## src/rtl/eee_iw_pkg.sv

```systemverilog
// Package: shared constants for the indirect energy-efficiency window.
// Assumes each table register is 16 bits, split into an even (upper) and odd (lower) offset.
package eee_iw_pkg;
    localparam logic [2:0] FUNC_EEE    = 3'b001;
    localparam logic [7:0] OFF_CAP_HI  = 8'h28;
    localparam logic [7:0] OFF_CAP_LO  = 8'h29;
    localparam logic [7:0] OFF_ERR_HI  = 8'h2A;
    localparam logic [7:0] OFF_ERR_LO  = 8'h2B;
    localparam int         LP_CAP_W    = 6;
    localparam int         LOCAL_BIT   = 1;
endpackage

```

## src/rtl/eee_iw_addr_latch.sv

```systemverilog
// Module: selector/offset latch and window-valid decode.
// Does: holds the function/port selector and the byte offset written by the host.
//       Flags whether the window currently maps onto a port's energy-efficiency table.
// Assumes: a single-cycle write strobe; port numbers are 1-based on the host side.
module eee_iw_addr_latch #(
    parameter int          NUM_PORTS = 4,
    parameter logic [7:0]  CTRL_ADDR = 8'h6E,
    parameter logic [7:0]  OFFS_ADDR = 8'h6F
) (
    input  logic       clk,
    input  logic       rst_n,
    input  logic [7:0] host_addr,
    input  logic [7:0] host_wdata,
    input  logic       host_wr,
    output logic [7:0] ctrl_q,
    output logic [7:0] offs_q,
    output logic [3:0] port_sel,
    output logic       win_valid
);
    import eee_iw_pkg::*;

    localparam logic [3:0] MAX_PORT = 4'(NUM_PORTS);

    // Capture selector and offset on host writes; hold otherwise.
    always_ff @(posedge clk) begin
        if (!rst_n) begin
            ctrl_q <= '0;
            offs_q <= '0;
        end else if (host_wr) begin
            if (host_addr == CTRL_ADDR) ctrl_q <= host_wdata;
            if (host_addr == OFFS_ADDR) offs_q <= host_wdata;
        end
    end

    // Decode the function code and port range into a window-valid flag.
    always_comb begin
        port_sel  = ctrl_q[3:0];
        win_valid = (ctrl_q[7:5] == FUNC_EEE) && (port_sel != 4'd0) && (port_sel <= MAX_PORT);
    end
endmodule

```

## src/rtl/eee_iw_port_regs.sv

```systemverilog
// Module: per-port energy-efficiency register storage.
// Does: holds the local enable bit and the saturating wake-error counter for one port.
//       Returns the byte addressed by the current offset.
// Assumes: wr_en/rd_en are already qualified by the window decode and port select.
module eee_iw_port_regs #(
    parameter int CNT_W = 16
) (
    input  logic                          clk,
    input  logic                          rst_n,
    input  logic                          wr_en,
    input  logic                          rd_en,
    input  logic [7:0]                    offset,
    input  logic [7:0]                    wdata,
    input  logic [eee_iw_pkg::LP_CAP_W-1:0] lp_cap,
    input  logic                          wake_err,
    output logic [7:0]                    rdata,
    output logic                          local_en,
    output logic [CNT_W-1:0]              err_cnt
);
    import eee_iw_pkg::*;

    localparam logic [CNT_W-1:0] CNT_MAX = '1;

    logic        clr_evt;
    logic [15:0] cnt_ext;

    // Local enable: writable at the odd capability offset, resets to enabled.
    always_ff @(posedge clk) begin
        if (!rst_n)                                 local_en <= 1'b1;
        else if (wr_en && offset == OFF_CAP_LO)     local_en <= wdata[LOCAL_BIT];
    end

    // Read-clear event comes from a read of the counter's lower byte.
    always_comb clr_evt = rd_en && (offset == OFF_ERR_LO);

    // Wake-error counter: saturating increment, clear on read, pulse survives a clear.
    always_ff @(posedge clk) begin
        if (!rst_n)                               err_cnt <= '0;
        else if (clr_evt)                         err_cnt <= wake_err ? CNT_W'(1) : '0;
        else if (wake_err && err_cnt != CNT_MAX)  err_cnt <= err_cnt + CNT_W'(1);
    end

    // Zero-extend the counter to the 16-bit register view.
    always_comb begin
        cnt_ext              = '0;
        cnt_ext[CNT_W-1:0]   = err_cnt;
    end

    // Byte read mux over the two registers; unmapped offsets read zero.
    always_comb begin
        unique case (offset)
            OFF_CAP_HI: rdata = {1'b0, lp_cap, 1'b0};
            OFF_CAP_LO: rdata = {6'b0, local_en, 1'b0};
            OFF_ERR_HI: rdata = cnt_ext[15:8];
            OFF_ERR_LO: rdata = cnt_ext[7:0];
            default:    rdata = 8'h00;
        endcase
    end
endmodule

```

## src/rtl/eee_indirect_window.sv

```systemverilog
// Module: top of the indirect per-port register window.
// Does: decodes host byte accesses to the selector, the offset and the data window.
//       Generates per-port write/read enables and muxes the addressed byte back.
// Assumes: host_rdata is sampled combinationally in the cycle of the access;
//          strobes are one clock wide per access.
module eee_indirect_window #(
    parameter int         NUM_PORTS = 4,
    parameter int         CNT_W     = 16,
    parameter logic [7:0] CTRL_ADDR = 8'h6E,
    parameter logic [7:0] OFFS_ADDR = 8'h6F,
    parameter logic [7:0] WIN_ADDR  = 8'hA0
) (
    input  logic                                   clk,
    input  logic                                   rst_n,
    input  logic [7:0]                             host_addr,
    input  logic [7:0]                             host_wdata,
    input  logic                                   host_wr,
    input  logic                                   host_rd,
    output logic [7:0]                             host_rdata,
    input  logic [NUM_PORTS*eee_iw_pkg::LP_CAP_W-1:0] lp_cap,
    input  logic [NUM_PORTS-1:0]                   wake_err,
    output logic [NUM_PORTS-1:0]                   local_eee_en
);
    import eee_iw_pkg::*;

    logic [7:0]                        ctrl_q;
    logic [7:0]                        offs_q;
    logic [3:0]                        port_sel;
    logic                              win_valid;
    logic                              win_hit;
    logic [NUM_PORTS-1:0]              port_wr;
    logic [NUM_PORTS-1:0]              port_rd;
    logic [NUM_PORTS-1:0][7:0]         port_byte;
    logic [NUM_PORTS-1:0][CNT_W-1:0]   err_cnt;
    logic [7:0]                        win_byte;

    eee_iw_addr_latch #(
        .NUM_PORTS (NUM_PORTS),
        .CTRL_ADDR (CTRL_ADDR),
        .OFFS_ADDR (OFFS_ADDR)
    ) u_latch (
        .clk        (clk),
        .rst_n      (rst_n),
        .host_addr  (host_addr),
        .host_wdata (host_wdata),
        .host_wr    (host_wr),
        .ctrl_q     (ctrl_q),
        .offs_q     (offs_q),
        .port_sel   (port_sel),
        .win_valid  (win_valid)
    );

    // Window hit: the host addresses the data byte and the selector is valid.
    always_comb win_hit = (host_addr == WIN_ADDR) && win_valid;

    for (genvar gp = 0; gp < NUM_PORTS; gp++) begin : g_port
        // Per-port enables: only the selected port sees the window strobe.
        always_comb begin
            port_wr[gp] = host_wr && win_hit && (port_sel == 4'(gp + 1));
            port_rd[gp] = host_rd && win_hit && (port_sel == 4'(gp + 1));
        end

        eee_iw_port_regs #(
            .CNT_W (CNT_W)
        ) u_regs (
            .clk      (clk),
            .rst_n    (rst_n),
            .wr_en    (port_wr[gp]),
            .rd_en    (port_rd[gp]),
            .offset   (offs_q),
            .wdata    (host_wdata),
            .lp_cap   (lp_cap[gp*LP_CAP_W +: LP_CAP_W]),
            .wake_err (wake_err[gp]),
            .rdata    (port_byte[gp]),
            .local_en (local_eee_en[gp]),
            .err_cnt  (err_cnt[gp])
        );
    end

    // Select the byte of the addressed port for the window.
    always_comb begin
        win_byte = 8'h00;
        for (int i = 0; i < NUM_PORTS; i++) begin
            if (win_valid && port_sel == 4'(i + 1)) win_byte = port_byte[i];
        end
    end

    // Host read mux across the three directly addressed bytes.
    always_comb begin
        if (host_addr == CTRL_ADDR)      host_rdata = ctrl_q;
        else if (host_addr == OFFS_ADDR) host_rdata = offs_q;
        else if (host_addr == WIN_ADDR)  host_rdata = win_byte;
        else                             host_rdata = 8'h00;
    end
endmodule

```

## config.mk

```make
export PLATFORM = sky130hd
export DESIGN_NAME = eee_indirect_window
export DESIGN_NICKNAME = d
export VERILOG_FILES = /design/src/rtl/eee_iw_pkg.sv /design/src/rtl/eee_iw_addr_latch.sv /design/src/rtl/eee_iw_port_regs.sv /design/src/rtl/eee_indirect_window.sv
export SDC_FILE = /design/constraint.sdc
export NUM_CORES = 1
export LEC_CHECK = 0
export ABC_AREA = 1
export BUFFER_PORTS_ARGS = -buffer_cell sky130_fd_sc_hd__buf_4
export CORE_MARGIN = 5
export CORE_UTILIZATION = 45
export DETAILED_ROUTE_END_ITERATION = 12
export SLEW_MARGIN = 30
export SYNTH_ARGS = -nofsm -noshare
export SYNTH_HDL_FRONTEND = slang
export SYNTH_SLANG_ARGS = --single-unit
```

## constraint.sdc

```tcl
create_clock -name clk -period 5 [get_ports clk]
set_input_delay 1 -clock clk [delete_from_list [all_inputs] [get_ports clk]]
set_output_delay 1 -clock clk [all_outputs]
set_load 0.03 [all_outputs]
```

# == Word level (Yosys, flattened, before mapping) ==
# Cells that the tools add are included.
# op_classes
n_addsub,4
mul,0
div,0
order_cmp,1
eq_ne,16
shift,0
muxes,23
n_bitwise,0
n_reduce_logical,36
# ops
cell,count
two-way mux 16 bit,8
one-hot mux 8 bit (4 select lines),4
adder 16 x 1 -> 16 bit (second input constant),4
inequality test 16 bit (second input constant),4
two-way mux 8 bit,7
== test 8 x 6 -> 1 bit (second input constant),4
logical AND 1 bit,29
== test 8 x 7 -> 1 bit (second input constant),2
== test 4 x 2 -> 1 bit (second input constant),2
== test 8 bit (second input constant),1
nonzero test 2 bit,4
== test 4 x 1 -> 1 bit (second input constant),1
== test 4 x 3 -> 1 bit (second input constant),1
<= comparator 4 x 3 -> 1 bit (second input constant),1
two-way mux 1 bit,4
AND reduction 2 bit,2
nonzero test 4 bit,1
== test 3 x 1 -> 1 bit (second input constant),1
# totals
ff_bits,84
latch_bits,0
mem_bits_rw,0
romBits,0
out_inout_bits,12
memories,0

# == Longest topological paths before layout ==
# Gate-level depths: netlist of run 1.
# depth
depth_word,11
depth_mapped,14
depth_no_buf,13

# == By module ==
# From an unflattened synthesis of run 1, not the netlist that was laid out.
# unflattened
cells_unflattened,1133
area_unflattened_um2,6770.2
# modules_own_cells
mod,instances,cells_per_inst,area_each_um2,seq_area_each_um2
eee_iw_port_regs,4,214,1273.7,340.3
eee_iw_addr_latch,1,146,965.9,320.3
eee_indirect_window,1,131,709.4,0.0

# == Worst setup path after synthesis of run 1 ==
# OpenSTA, ideal clock, no wires.
# synth_path
kind,input port to output port
start,input port host_addr[1]
end,output port host_rdata[1]
arrival_ns,2.362
path_slack_ns,1.638
cell_stages,7
path_buffers,1
cell_sequence,inv_1 nor3_1 nand3_1 inv_1 buf_2 a21oi_1 a21oi_1
# synth_between
elab_chain_cells,4
elab_cells_between_ends,6
# synth_rtl
item,line_no,text
from (decl),eee_indirect_window.sv:15,"input logic [7:0] host_addr,"
== test 8 bit,eee_indirect_window.sv:92,else if (host_addr == WIN_ADDR) host_rdata = win_byte;
two-way mux 8 bit,eee_indirect_window.sv:92,
two-way mux 8 bit,eee_indirect_window.sv:91,else if (host_addr == OFFS_ADDR) host_rdata = offs_q;
two-way mux 8 bit *,eee_indirect_window.sv:90,if (host_addr == CTRL_ADDR) host_rdata = ctrl_q;
to (decl),eee_indirect_window.sv:19,"output logic [7:0] host_rdata,"
# Mark *: on every way between the ends. The rest lies on a longest branch, timed or not.

# == Worst setup path after layout of run 1 ==
# layout_path
start,register u_latch.offs_q[7]
end,output port host_rdata[4]
# layout_between
elab_chain_cells,9
elab_cells_between_ends,15
# layout_rtl
item,line_no,text
from (decl),eee_iw_addr_latch.sv:16,"output logic [7:0] offs_q,"
from (signal assigned),eee_iw_addr_latch.sv:31,if (host_addr == OFFS_ADDR) offs_q <= host_wdata;
== test 8 x 6 -> 1 bit,eee_iw_port_regs.sv:51,unique case (offset)
one-hot mux 8 bit (4 select lines),eee_iw_port_regs.sv:51,
two-way mux 8 bit (3 in series),eee_indirect_window.sv:84,if (win_valid && port_sel == 4'(i + 1)) win_byte = port_byte[i];
two-way mux 8 bit *,eee_indirect_window.sv:84,
two-way mux 8 bit *,eee_indirect_window.sv:92,
two-way mux 8 bit *,eee_indirect_window.sv:91,
two-way mux 8 bit *,eee_indirect_window.sv:90,
# Marked as above.

==> results.toml, run 1 <==
[synthesis]
synth_top_area_cell = "dfxtp_1"
yosys.cell_count.top_type = "nand2_1"
synth-seq-area-share_pct = 30.31
synth_seq_cells = 84
ys.flop_type = "dfxtp_1"
syn_area_um2 = 5548
synth_top_cell_area_share_pct = 30.31
ys_top_cells_by_area = "dfxtp_1 (30%), nand2_1 (13%), nand3_1 (10%)"
syn_nets = 944
yosysUniqueCellTypes = 36
synth_edf_count = 0
synth.cells.most_frequent = "nand2_1 (196), nand3_1 (113), nor2_1 (102)"
synthArstFlopShare_pct = 0
synthCells = 892
ys.warnings.count = 0
avgSynthCellArea_um2 = 6.220

[clock_tree]
cts_max_level = 3
cts_root_buf = "clkbuf_16"
clk_latency_ns = 0.35
cts-resized-gates = 0
cts_sinks = 84
clkTransAtPathRegs_ns = 0.06
cts_setup_buffers = 0
cts_max_path_buffers = 2
ctsHoldBuffers = 0
cts_buffers = 9
cts_tree = "yes"

[job]
max_cap_violations = 0

[routing]
first_pass_iters = 5
wl_per_cell_um = 16.27
drt.antenna.violating_nets = 0
wl_um = 17990
first_iter_violations = 453
drc_errors = 0
vias = 6138
vias_per_cell = 5.550

[place]
place_inst = 1090
gp_congestion = 0.9055
dp_hpwl_um = 13620
io_buffers = 59

[worst_setup_path]
max_stage_delay_ns = 0.44
timing.rr.end = "g_port[3].u_regs.err_cnt[2]"
worstSetupPathType = "reg -> out"
end_kind = "output pin"
cp_top_family = "simple AND/OR/NAND/NOR gates"
ff2ff_setup_slack_ns = 2.62
required_ns = 4.00
crit_path_frequent_cell = "nand2_1"
r2r_cells = 10
r2r-start = "u_latch.offs_q[7]"
critPathSlowestCell = "nor2_4"
cp_data_arrival_time_ns = 2.89
critical_path_peak_fanout = 20
startpoint_type = "register"
critPathBufInv = 3
crit_chain = "inv_1, nand2_1, nor2_4, nand2_2, inv_2, nand2_1, nand3_1, nand2_1, nand2_1, nand2_1, nand2_1, nand2_1, a21oi_1, buf_4"

[sta]
fmax_mhz = 256.8
hold_viol = 0
fin_tns_setup_ns = 0
fin_skew_ns = 0.007852
min_period_ns = 3.894
setup_viol = 0
worst_pin_slew_ns = 0.8426
drv_slew = 0
rsz0062_at_grt = "false"
relSlewSlack_pct = 43.62
period_share_pct = 77.87

[layout]
nFillCells = 1293
fin_util_pct = 52.55
num_antenna_cells = 0
fin_cells = 1106
drive_gt1_share_pct = 11.73
area_growth_pct = 14.25
nNetsFinal = 985

[pwr]
powerDensity_nw_per_um2 = 233.3
ir_worst_vdd_mv = 0.1755
p_leak_uw = 0.002516

[global_route]
grt_pass1_wl_um = 28770
grt_usage_pct = 24.91
grt_max_degree = 29
antenna_found_initial = 0
grt_pass1_vias = 5701
grt_remaining_overflow = 0

[min_path]
hold_start = "u_latch.ctrl_q[4]"
worstHoldPathType = "reg -> reg"
whs_endpoint = "u_latch.ctrl_q[4]"
holdPathStages = 2

[die]
initial_utilization_pct = 46.00
die-area_um2 = 14650
ioPinCount = 60
rows = 40
die_h_um = 121.0
coreArea_um2 = 12060
fp.dieW_um = 121.0

[run_status]
run_status = "complete, no violations"
[power breakdown]
group	switching [µW]	internal, µW
registers	6.15	675
clock network	280	416
logic	61.4	40.7
[layer usage]
layer  global-route usage (%)  part of all wire, %  vias up
met5                        0                    0        -
met4                    12.32                  3.6        0
met1                    31.77                   45     2837
met2                    40.99                   47      213
met3                    3.636                  4.3       45
li1                         -                    -     3043
[layout by cell type (no fill, tap or decap), drive strengths merged]
cell type and n:
nor2 109, nand2 209, o211ai 8, ha 4, dfxtp 84, a31oi 2
clkbuf 15, a21oi 95, or2 5, xor2 13, nand3b 3, o21bai 1
and3 1, nor3 25, inv 107, o22ai 7, buf 60, bufinv 1
a211oi 4, o21ai 41, nand3 117, nand4 21, nor4 6
[worst min-delay path: stages, from the launching register on]
cell and delay [ns]:
dfxtp_1 0.31, nand2_1 0.06, a21oi_1 0.05
[kinds of logic after synthesis]
family,synth area share (%)
and+or+nand+nor,41.32
DFF,30.31
adders and majority gates,0.9022
AOI/OAI and AO/OA,15.11
xor gates and xnor gates,2.052
buffers and inverters,10.31
[how the worst max path moves through the flow]
stage | start | end | slack, ns | cells after the start
2_1_floorplan | host_addr[1] | host_rdata[1] | 1.64 | 7
3_3_place_gp | host_addr[3] | host_rdata[3] | 1.47 | 11
3_5_place_dp | host_addr[3] | host_rdata[4] | 1.45 | 11
4_1_cts | u_latch.offs_q[7] | host_rdata[4] | 1.17 | 14
5_1_grt | u_latch.offs_q[7] | host_rdata[4] | 0.95 | 14
6_report | u_latch.offs_q[7] | host_rdata[4] | 1.11 | 14
[final cells by class]
cell class	instances	area, µm²	area share, %
Clock buffer	15	267.8	4.224
Inverter	107	401.6	6.336
Tap cell	168	210.2	3.316
Sequential cell	84	1682	26.53
Clock inverter	1	30.03	0.4737
Multi-Input combinational cell	671	3297	52.01
Timing Repair Buffer	60	450.4	7.106
[registers in the layout, summed over array words and instances (netlist names)]
signal / flops
u_latch.offs_q: 8
g_port.u_regs.err_cnt: 64
g_port.u_regs.local_en: 4
u_latch.ctrl_q: 8
[per-stage QoR]
step / setup WS (ns) / total power (µW) / hold slack [ns] / instance area [µm²]
after CTS: 1.174 / 1492 / 0.4666 / 6336
after floorplan: 1.638 / 747.6 / 0.4414 / 5548
after detailed placement: 1.450 / 797.0 / 0.4569 / 6038
after global placement: 1.474 / 795.4 / 0.4561 / 6038
final: 1.106 / 1479 / 0.4713 / 6339
after global routing: 0.9496 / 1534 / 0.4995 / 6339
No activity file was read; power rests on OpenSTA's default activity.
==> run 2, diff against run 1 <==
--- a/config.mk
+++ b/config.mk
@@ -10,6 +10,7 @@
 export CORE_MARGIN = 5
 export CORE_UTILIZATION = 45
 export DETAILED_ROUTE_END_ITERATION = 12
+export PLACE_DENSITY = 0.66
 export SLEW_MARGIN = 30
 export SYNTH_ARGS = -nofsm -noshare
 export SYNTH_HDL_FRONTEND = slang
==> constraint.sdc (replaced) <==
create_clock -name clk -period 3.53 [get_ports clk]
set_input_delay 0.706 -clock clk [delete_from_list [all_inputs] [get_ports clk]]
set_output_delay 0.706 -clock clk [all_outputs]
set_load 0.03 [all_outputs]
==> results.toml, run 2 (synthesized netlist as in run 1, its figures left out) <==
[min_path]
holdPathStages = 2
hold_start = "u_latch.ctrl_q[4]"
worstHoldPathType = "reg -> reg"

[routing]
vias = 6017
highest_layer = "met4"
vias_per_cell = 5.416
wl_per_cell_um = 15.85
wl_um = 17610
first_iter_violations = 579
wl_met1_um = 7690
wl_met2_um = 8134
first_pass_iters = 6
drt.antenna.violating_nets = 0
wl_met3_um = 1359
drc_errors = 0

[layout]
area_growth_pct = 15.13
largest_register = "g_port.u_regs.err_cnt"
largest_register_ff_count = 64
nNetsFinal = 991
drive_gt1_share_pct = 12.30
final_area_um2 = 6387
final_common_cell = "nand2_1"
num_antenna_cells = 0
nFillCells = 1225
mostFrequentLayoutCells = "nand2_1 (196), nand3_1 (113), nor2_1 (102), inv_1 (98), a21oi_1 (95)"
top_regs = "g_port.u_regs.err_cnt (64), u_latch.ctrl_q (8), u_latch.offs_q (8)"

[die]
die-area_um2 = 14650
fp.dieW_um = 121.0
coreArea_um2 = 12060
die_h_um = 121.0
rows = 40
initial_utilization_pct = 46.00
ioPinCount = 60

[worst_setup_path]
crit_chain = "nand2_2, nor2_4, nand2_2, inv_2, nand2_1, nand2_1, nand2_1, nand2_1, nand2_1, nand2_1, nand2_1, a21oi_1, buf_4"
r2r-start = "g_port[1].u_regs.err_cnt[0]"
startpoint_type = "register"
startpoint = "u_latch.offs_q[3]"
crit_path_frequent_cell = "nand2_1"
max_stage_delay_ns = 0.37
critical_path_peak_fanout = 16
crit_cells = 13
r2r_cells = 13
critPathBufInv = 2
critPathSlowestCell = "dfxtp_1"
end_kind = "output pin"
cp_top_family = "simple AND/OR/NAND/NOR gates"
required_ns = 2.82
worstSetupPathType = "reg -> out"
cp_data_arrival_time_ns = 2.55

[sta]
setup_slack_ns = 0.2756
worst_pin_slew_ns = 0.8637
setup_viol = 0
min_period_ns = 3.254
period_share_pct = 92.19
fmax_mhz = 307.3
rsz0062_at_grt = "false"
relSlewSlack_pct = 42.36
fin_tns_setup_ns = 0
hold_viol = 0
fin_skew_ns = 0.004971
drv_slew = 0

[clock_tree]
cts_sinks = 84
cts_max_level = 3
cts-resized-gates = 0
cts_buffers = 9
cts_root_buf = "clkbuf_16"
cts_max_path_buffers = 2
ctsHoldBuffers = 0
clkTransAtPathRegs_ns = 0.06
clk_latency_ns = 0.35
cts_setup_buffers = 0
cts_tree = "yes"

[global_route]
grt_remaining_overflow = 0
grt_max_degree = 29
grt_pass1_vias = 5665
antenna_found_initial = 0
grt_usage_pct = 24.51
grt_pass1_wl_um = 28650

[place]
io_buffers = 59
pre_cts_ws_ns = 0.5594
gp_congestion = 0.9408
dp_hpwl_um = 13310
dpl_cell_area_um2 = 6083

[pwr]
p_leak_uw = 0.002554
powerDensity_nw_per_um2 = 329.6
totalPowerFinal_uw = 2105
ir_worst_vdd_mv = 0.2982

[run_status]
run_status = "complete, no violations"

[job]
max_cap_violations = 0
==> run 2: cell types whose count changed in the layout (fill, tap and decap cells not counted), sizes merged <==
cell,previous run,this run
buf,60,66
clkbuf,15,14
==> run 2: per-stage QoR <==
| stage | std cells | hold WS (ns) | util [%] |
|---|---|---|---|
| floorplan | 892 | 0.4414 | - |
| global placement | 1096 | 0.4533 | 50.44 |
| detailed placement | 1096 | 0.4618 | 50.44 |
| CTS | 1111 | 0.4701 | 52.96 |
| global route | 1111 | 0.4805 | 52.96 |
| finish | 1111 | 0.4667 | 52.96 |
==> run 2: worst paths after layout <==
kind / slack (ns) / end
setup / recovery: 0.28 / host_rdata[7]
hold / removal: 0.47 / u_latch.ctrl_q[4]
setup reg to reg: 1.28 / g_port[1].u_regs.err_cnt[8]
hold reg to reg: 0.47 / u_latch.ctrl_q[4]
==> run 2: cell type report <==
type | instances | area (µm²) | area share (%)
Sequential cell | 84 | 1682 | 26.33
Timing Repair Buffer | 66 | 495.5 | 7.757
Clock inverter | 1 | 30.03 | 0.4701
Inverter | 107 | 401.6 | 6.288
Clock buffer | 14 | 274.0 | 4.290
Multi-Input combinational cell | 671 | 3294 | 51.58
Tap cell | 168 | 210.2 | 3.291
==> run 2: routing by layer <==
layer	global-route usage, %	vias up
li1	-	3046
met5	0	-
met4	8.003	0
met3	5.781	33
met1	32.44	2699
met2	39.28	239
==> run 2: worst reg2reg max path: cells and delay by family (launching register included) <==
family,cells,cell delay [ns]
and+or+nand+nor,9,1.19
DFF,1,0.39
buffers and inverters,2,0.29
adders and majority gates,1,0.23
AOI/OAI and AO/OA,1,0.10
==> run 2: where the power goes <==
| group | internal (µW) | total (µW) | leakage [µW] | switching [µW] |
|---|---|---|---|---|
| Sequential | 956 | 965 | 0.000678 | 8.80 |
| Clock | 604 | 996 | 0.000149 | 393 |
| Combinational | 57.7 | 144 | 0.00173 | 86.3 |
